$ cat src/rtl/cl_addr_pkg.sv
package cl_addr_pkg;

  // Feedback taps among bits W-2..0 (bit W-1 always feeds back).
  // Each set is a maximal-length recurrence for its width.
  function automatic logic [15:0] tap_mask(input int unsigned w);
    case (w)
      3:       return 16'h0002;
      4:       return 16'h0004;
      5:       return 16'h0004;
      6:       return 16'h0010;
      7:       return 16'h0020;
      8:       return 16'h0038;
      9:       return 16'h0010;
      10:      return 16'h0040;
      11:      return 16'h0100;
      12:      return 16'h0029;
      13:      return 16'h000D;
      14:      return 16'h0015;
      15:      return 16'h2000;
      16:      return 16'h5008;
      default: return 16'h0000;
    endcase
  endfunction

  function automatic logic [15:0] low_mask(input int unsigned w);
    return (16'h1 << (w - 1)) - 16'h1;
  endfunction

  function automatic logic [15:0] full_mask(input int unsigned w);
    return (w >= 16) ? 16'hFFFF : ((16'h1 << w) - 16'h1);
  endfunction

  // Feedback contribution of the bits that stay in the register:
  // linear taps plus the zero-insertion NOR term.
  function automatic logic fb_bit(input logic [15:0] rest, input int unsigned w);
    logic lin;
    logic nor_t;
    lin   = ^(rest & tap_mask(w));
    nor_t = ((rest & low_mask(w)) == 16'h0);
    return lin ^ nor_t;
  endfunction

  function automatic logic [15:0] fwd_step(input logic [15:0] s, input int unsigned w);
    logic [15:0] rest;
    logic        msb;
    logic        nb;
    rest = s & low_mask(w);
    msb  = ((s >> (w - 1)) & 16'h1) != 16'h0;
    nb   = msb ^ fb_bit(rest, w);
    return ((s << 1) & full_mask(w)) | {15'h0, nb};
  endfunction

  function automatic logic [15:0] rev_step(input logic [15:0] s, input int unsigned w);
    logic [15:0] rest;
    logic        top;
    rest = (s >> 1) & low_mask(w);
    top  = s[0] ^ fb_bit(rest, w);
    return rest | ({15'h0, top} << (w - 1));
  endfunction

endpackage

$ cat src/rtl/cl_step.sv
module cl_step
  import cl_addr_pkg::*;
#(
  parameter int unsigned W = 6
) (
  input  logic [W-1:0] cur_i,
  output logic [W-1:0] fwd_o,
  output logic [W-1:0] rev_o
);
  localparam int unsigned PAD = 16 - W;

  logic [15:0] cur_wide;
  logic [15:0] fwd_wide;
  logic [15:0] rev_wide;

  generate
    if (PAD == 0) begin : g_full
      assign cur_wide = cur_i;
    end else begin : g_pad
      assign cur_wide = {{PAD{1'b0}}, cur_i};
    end
  endgenerate

  assign fwd_wide = fwd_step(cur_wide, W);
  assign rev_wide = rev_step(cur_wide, W);
  assign fwd_o    = fwd_wide[W-1:0];
  assign rev_o    = rev_wide[W-1:0];
endmodule

$ cat src/rtl/cl_end_detect.sv
module cl_end_detect #(
  parameter int unsigned      W      = 6,
  parameter logic [W-1:0]     UP_END = '0,
  parameter logic [W-1:0]     DN_END = '0
) (
  input  logic [W-1:0] nxt_i,
  input  logic         dir_down_i,
  output logic         end_o
);
  assign end_o = dir_down_i ? (nxt_i == DN_END) : (nxt_i == UP_END);
endmodule

$ cat src/rtl/cl_serial_sel.sv
module cl_serial_sel #(
  parameter int unsigned W = 6
) (
  input  logic [W-1:0] addr_i,
  input  logic         dir_down_i,
  output logic         ser_o
);
  // The freshly inserted bit sits at the end the shift moved away from.
  assign ser_o = dir_down_i ? addr_i[W-1] : addr_i[0];
endmodule

$ cat src/rtl/cl_addr_gen.sv
module cl_addr_gen
  import cl_addr_pkg::*;
#(
  parameter int unsigned  W    = 6,
  parameter logic [W-1:0] SEED = '0
) (
  input  logic         clk,
  input  logic         rst_n,
  input  logic         en_i,
  input  logic         dir_down_i,
  input  logic         start_i,
  output logic [W-1:0] addr_o,
  output logic         ser_o,
  output logic         last_o
);
  localparam logic [15:0]  SEED_WIDE = 16'(SEED);
  localparam logic [15:0]  PRED_WIDE = rev_step(SEED_WIDE, W);
  localparam logic [W-1:0] PRED      = PRED_WIDE[W-1:0];

  logic [W-1:0] addr_q;
  logic         dir_q;
  logic         last_q;

  // Named internal events
  logic [W-1:0] step_fwd;
  logic [W-1:0] step_rev;
  logic [W-1:0] step_nxt;
  logic         step_go;
  logic         load_go;
  logic         hits_end;
  logic [W-1:0] load_val;

  cl_step #(.W(W)) u_step (
    .cur_i (addr_q),
    .fwd_o (step_fwd),
    .rev_o (step_rev)
  );

  cl_end_detect #(.W(W), .UP_END(PRED), .DN_END(SEED)) u_end (
    .nxt_i      (step_nxt),
    .dir_down_i (dir_down_i),
    .end_o      (hits_end)
  );

  cl_serial_sel #(.W(W)) u_ser (
    .addr_i     (addr_q),
    .dir_down_i (dir_q),
    .ser_o      (ser_o)
  );

  assign load_go  = start_i;
  assign step_go  = en_i && !start_i;
  assign step_nxt = dir_down_i ? step_rev : step_fwd;
  assign load_val = dir_down_i ? PRED : SEED;

  always_ff @(posedge clk) begin
    if (!rst_n) begin
      addr_q <= SEED;
      dir_q  <= 1'b0;
      last_q <= 1'b0;
    end else if (load_go) begin
      addr_q <= load_val;
      dir_q  <= dir_down_i;
      last_q <= 1'b0;
    end else if (step_go) begin
      addr_q <= step_nxt;
      dir_q  <= dir_down_i;
      last_q <= hits_end;
    end else begin
      last_q <= 1'b0;
    end
  end

  assign addr_o = addr_q;
  assign last_o = last_q;
endmodule

$ cat config.mk
export PLATFORM = sky130hd
export DESIGN_NAME = cl_addr_gen
export DESIGN_NICKNAME = d
export VERILOG_FILES = /design/src/rtl/cl_addr_pkg.sv /design/src/rtl/cl_step.sv /design/src/rtl/cl_end_detect.sv /design/src/rtl/cl_serial_sel.sv /design/src/rtl/cl_addr_gen.sv
export SDC_FILE = /design/constraint.sdc
export NUM_CORES = 1
export LEC_CHECK = 0
export BUFFER_PORTS_ARGS = -buffer_cell sky130_fd_sc_hd__buf_2
export CAP_MARGIN = 20
export CORE_AREA = 5 5 42 44
export CTS_CLUSTER_SIZE = 16
export DETAILED_ROUTE_END_ITERATION = 7
export DIE_AREA = 0 0 47 49
export PLACE_DENSITY_LB_ADDON = 0.1
export SKIP_CTS_REPAIR_TIMING = 1
export SLEW_MARGIN = 20
export SYNTH_ARGS = -nofsm -noshare
export SYNTH_HDL_FRONTEND = slang
export SYNTH_SLANG_ARGS = --single-unit
$ cat constraint.sdc
create_clock -name clk -period 3.3 [get_ports clk]
set_clock_uncertainty 0.1 [all_clocks]
set_input_delay 0.165 -clock clk [delete_from_list [all_inputs] [get_ports clk]]
set_output_delay 0.165 -clock clk [all_outputs]
set_load 0.005 [all_outputs]
==> results of run 1 <==
[synthesized netlist by cell type]
cell type  instances  area share, %
o21ai_1            2            2.0
nor4_2             1            2.5
nor4_1             1            1.3
and3_4             1            2.2
nor2_1             9            6.7
a21oi_1            1            1.0
a2111oi_0          1            1.8
nand4_1            1            1.3
mux2i_1            4            8.0
or3_1              2            2.5
mux2_2             1            2.2
dfxtp_1            8             32
buf_6              1            2.2
a21boi_1           1            1.5
nand3b_1           1            1.5
o2111ai_1          1            1.8
nand4b_1           1            1.8
clkbuf_1           1           0.75
a211oi_1           4            6.0
nor3_1             2            2.0
o21a_1             1            1.5
o21a_2             1            1.8
nand2_1            4            3.0
buf_2              2            2.0
inv_2              1           0.75
nand2b_1           1            1.3
nor3_2             2            4.0
a31oi_1            2            2.5
nand4bb_1          1            2.2
[critical path, stage by stage, from the launching register on]
cell and delay [ns]:
dfxtp_1 0.49, inv_2 0.07, or3_1 0.37, and3_4 0.19, nor3_2 0.15
[power breakdown]
part           internal, µW  total [µW]  switching [µW]
Combinational          20.6        41.5            20.9
Sequential              101         111            9.76
Clock                  42.0        79.9            38.0
Total                   164         232            68.6
[metal layers]
layer	GRT usage [%]	share of wire [%]
met3	3.69	6.1
met1	17.0	52
met4	6.91	1.9
met5	0	0
met2	14.9	39
[worst max path at each step]
stage | endpoint | slack [ns] | cells past startpoint
finish | last_o | 1.87 | 4
global route | last_o | 1.74 | 4
CTS | last_o | 1.86 | 4
detailed placement | last_o | 1.87 | 4
global placement | last_o | 1.89 | 4
floorplan | last_o | 1.97 | 4
[area by class of cell]
type,count,share of cell area (%)
multi-input combinational,46,53.9
sequential,8,27.7
timing repair buffer,12,10.4
inverter,1,0.649
clock buffer,3,3.90
tap,16,3.46
[stage by stage]
step	setup slack [ns]	hold WS [ns]	instances	util, %	total power [µW]
floorplan	1.97	0.211	59	-	142
global placement	1.89	0.354	83	39.6	155
detailed placement	1.87	0.356	83	39.6	154
CTS	1.86	0.0845	86	41.3	236
global route	1.74	0.0944	86	41.3	244
finish	1.87	0.0922	86	41.3	232
[kinds of logic (layout without fill, tap and decap cells)]
kind of cell / count (synthesis) / count (layout) / synth area share [%]
compound gates: 14 / 14 / 19.8
buf+inv: 5 / 16 / 5.75
flops: 8 / 8 / 32.0
mux: 5 / 5 / 10.3
simple gates: 27 / 27 / 32.3
[registers in the layout, summed over array words and instances, names as in the netlist]
signal,cells
addr_o,6
dir_q,1
last_o,1
==> flow_summary.json, run 1 <==
{
  "status": "finished, final reports clean",
  "fin_crit_sh_pct": 43.5,
  "cts_buffer_depth": 2,
  "setup.worst_path.end_class": "register",
  "antenna_found_initial": 0,
  "clk_pin_slew_ns": 0.06,
  "min_delay_path_depth": 2,
  "syn2layout_area_growth_pct": 15.5,
  "grt_pass1_vias": 418,
  "die_w_um": 47,
  "grt_use_total_pct": 11.8,
  "synth_seq_cells": 8,
  "startpoint": "addr_o[4]",
  "portBuffers": 12,
  "r2r_cells": 4,
  "overflow": 0,
  "layout_commonest_cell": "buf_2",
  "hp-start": "rst_n",
  "setup_viol": 0,
  "avgSynthCellArea_um2": 8.48,
  "via_per_inst": 5.59,
  "ir_worst_vdd_uv": 153,
  "cts.sinks": 8,
  "drive_above_1_share_pct": 31.4,
  "tns_ns": 0,
  "tightestPinTransition_ns": 0.357,
  "drc": 0,
  "grt_max_degree": 17,
  "cp-start-kind": "register",
  "cts_made_buffers": 3,
  "yosysSeqAreaShare_pct": 32.0,
  "worst-path-max-fanout": 8,
  "period_needed_ns": 1.43,
  "fillers": 156,
  "drv_cap": 0,
  "io_pins": 13,
  "synth_area_um2": 500,
  "ant_nets": 0,
  "power_density_nw_per_um2": 402,
  "cts-root-buf": "clkbuf_4",
  "worst-setup-path-type": "reg2reg",
  "synth_nets": 64,
  "ys_types": 29,
  "final_hold_viol_count": 0,
  "final_nets": 77,
  "gp_congestion": 0.703,
  "r2r_slack_ns": 1.87,
  "routedWlPerCell_um": 13.7,
  "n_antenna_cell": 0,
  "grt_pass1_wl_mm": 1.96,
  "r2r-start": "addr_o[4]",
  "routed_wirelength_mm": 1.18,
  "die_h_um": 49,
  "vias": 481,
  "yosys_warnings": 0,
  "drtPass1Iterations": 4,
  "whs_endpoint": "dir_q",
  "dieArea_um2": 2300,
  "tritoncts": "yes",
  "regArea_um2": 160,
  "hp-class": "in2reg",
  "max_freq_mhz": 697,
  "final_area_um2": 578,
  "drt_iter0_drc": 15,
  "fp.coreArea_um2": 1400,
  "rsz0062_at_grt": "false",
  "syn_inst": 59,
  "crit_required_ns": 3.39,
  "place_area_um2": 556,
  "multi_input_area_um2": 312,
  "arrival_ns": 1.52,
  "hpwl_um": 782,
  "leakage_uw": 0.000237,
  "row_count": 14,
  "final_cell_mix": "12 x buf_2, 9 x nor2_1, 8 x dfxtp_1",
  "clkLatencyLatePin_ns": 0.26,
  "start_util_pct": 35.7,
  "slew_viol_final": 0,
  "slew_headroom_pct": 75.6,
  "htreeDepth": 1,
  "r2r_end": "last_o"
}
(Power assumes the default switching activity.)
==> inputs of run 2 (changes only) <==
Clock period 3.3 ns to 1.25 ns, I/O delays scaled along.
==> flow_summary.json, run 2 (same netlist as run 1, synthesis figures left out) <==
{
  "largest_register_ffs": 6,
  "fin_crit_sh_pct": 103,
  "violations": "setup timing",
  "tightestPinTransition_ns": 0.444,
  "fillers": 141,
  "p_comb_share_pct": 25.4,
  "startpoint": "addr_o[0]",
  "grt_pass1_wl_mm": 2.02,
  "drt_iter0_drc": 12,
  "drv_cap": 0,
  "arrival_ns": 1.13,
  "worstPathCellList": "buf_6, mux2_4, buf_6",
  "dieArea_um2": 2300,
  "rsz0062_at_grt": "true",
  "cts.sinks": 8,
  "ir_worst_vdd_uv": 556,
  "hp-start": "start_i",
  "setup.worst_path.end_class": "output port",
  "clkLatencyLatePin_ns": 0.26,
  "final_util_pct": 53.5,
  "grt_use_total_pct": 12.1,
  "worst-path-max-fanout": 6,
  "r2r-start": "addr_o[0]",
  "setup_viol": 2,
  "clkPwrFrac_pct": 32.7,
  "die_h_um": 49,
  "cts_made_buffers": 3,
  "slew_viol_final": 0,
  "fp.coreArea_um2": 1400,
  "seqPwrFrac_pct": 41.8,
  "dp_slack_ns": -0.0141,
  "final_cell_mix": "12 x buf_4, 11 x buf_2, 9 x nor2_1",
  "period_needed_ns": 1.29,
  "n_antenna_cell": 0,
  "drtPass1Iterations": 4,
  "status": "finished with violations",
  "tritoncts": "yes",
  "htreeDepth": 1,
  "grt_max_degree": 15,
  "internal_power_uw": 483,
  "routedWlPerCell_um": 13.2,
  "die_w_um": 47,
  "path_common_cell": "buf_6",
  "layout_commonest_cell": "buf_4",
  "antenna_found_initial": 0,
  "cts_buffer_depth": 2,
  "gp_congestion": 0.774,
  "syn2layout_area_growth_pct": 49.8,
  "leakage_uw": 0.000330,
  "ant_nets": 0,
  "switching_power_uw": 191,
  "drc": 0,
  "power_density_nw_per_um2": 899,
  "setup_ws_ns": -0.0417,
  "routed_wirelength_mm": 1.36,
  "final_nets": 93,
  "hp-class": "in2reg",
  "overflow": 0,
  "max_freq_mhz": 774,
  "slew_headroom_pct": 69.6,
  "hpwl_um": 929,
  "totalPowerFinal_uw": 674,
  "clk_pin_slew_ns": 0.06,
  "io_pins": 13,
  "critPathSlowestCell": "dfxtp_4",
  "row_count": 14,
  "grt_pass1_vias": 487,
  "switching_share_pct": 28.3,
  "cp-start-kind": "register",
  "crit_required_ns": 1.09,
  "drive_above_1_share_pct": 48.3,
  "via_per_inst": 5.30,
  "start_util_pct": 35.7,
  "vias": 546,
  "worst-setup-path-type": "reg2out",
  "portBuffers": 12,
  "final_hold_viol_count": 0,
  "cts-root-buf": "clkbuf_4",
  "critical_path.max_stage_delay_ns": 0.36
}
-- run 2: final timing paths --
kind,depth (start not counted),end,slack [ns]
worst min register to register,2,dir_q,0.37
worst max-delay path,3,ser_o,-0.04
worst max register to register,5,addr_o[5],-0.04
worst min-delay path,4,dir_q,0.04
-- run 2: stage by stage --
step,instances,setup TNS (ns),hold slack (ns),instance area (µm²)
after CTS,98,-0.108,-0.00984,679
final,103,-0.0822,0.0441,749
after floorplan,59,-0.00623,0.108,515
after detailed placement,94,-0.0258,0.266,653
after global routing,103,-0.322,0.0589,749
after global placement,94,-0.0535,0.259,653
-- run 2: power by group through the flow --
stage	clock network [µW]	logic [µW]	registers [µW]
final	221	171	282
after global routing	250	188	284
after CTS	232	153	281
after detailed placement	0	152	287
after global placement	0	154	286
after floorplan	0	92.9	286
-- run 2: per-layer routing --
metal  up-vias  wire length, µm  global-route usage (%)
li1        277                -                       -
met1       246              624                    13.9
met2        19              635                    19.2
met3         4               78                    5.54
met4         0               21                    4.15
met5         -                0                       0
-- run 2: worst max-delay path, delay by kind of cell (launching register included) --
kind                   cells  cell delay (ns)
multiplexers               1             0.27
buffers and inverters      2             0.24
flip-flops                 1             0.36
-- run 2: layout make-up --
cell class	instances	area, µm²	area share (%)
well taps	16	20.0	2.67
clock buffers	4	26.3	3.51
repair buffers	28	198	26.4
inverters	1	3.75	0.501
multi-input cells	46	329	43.9
flip-flops and latches	8	173	23.0
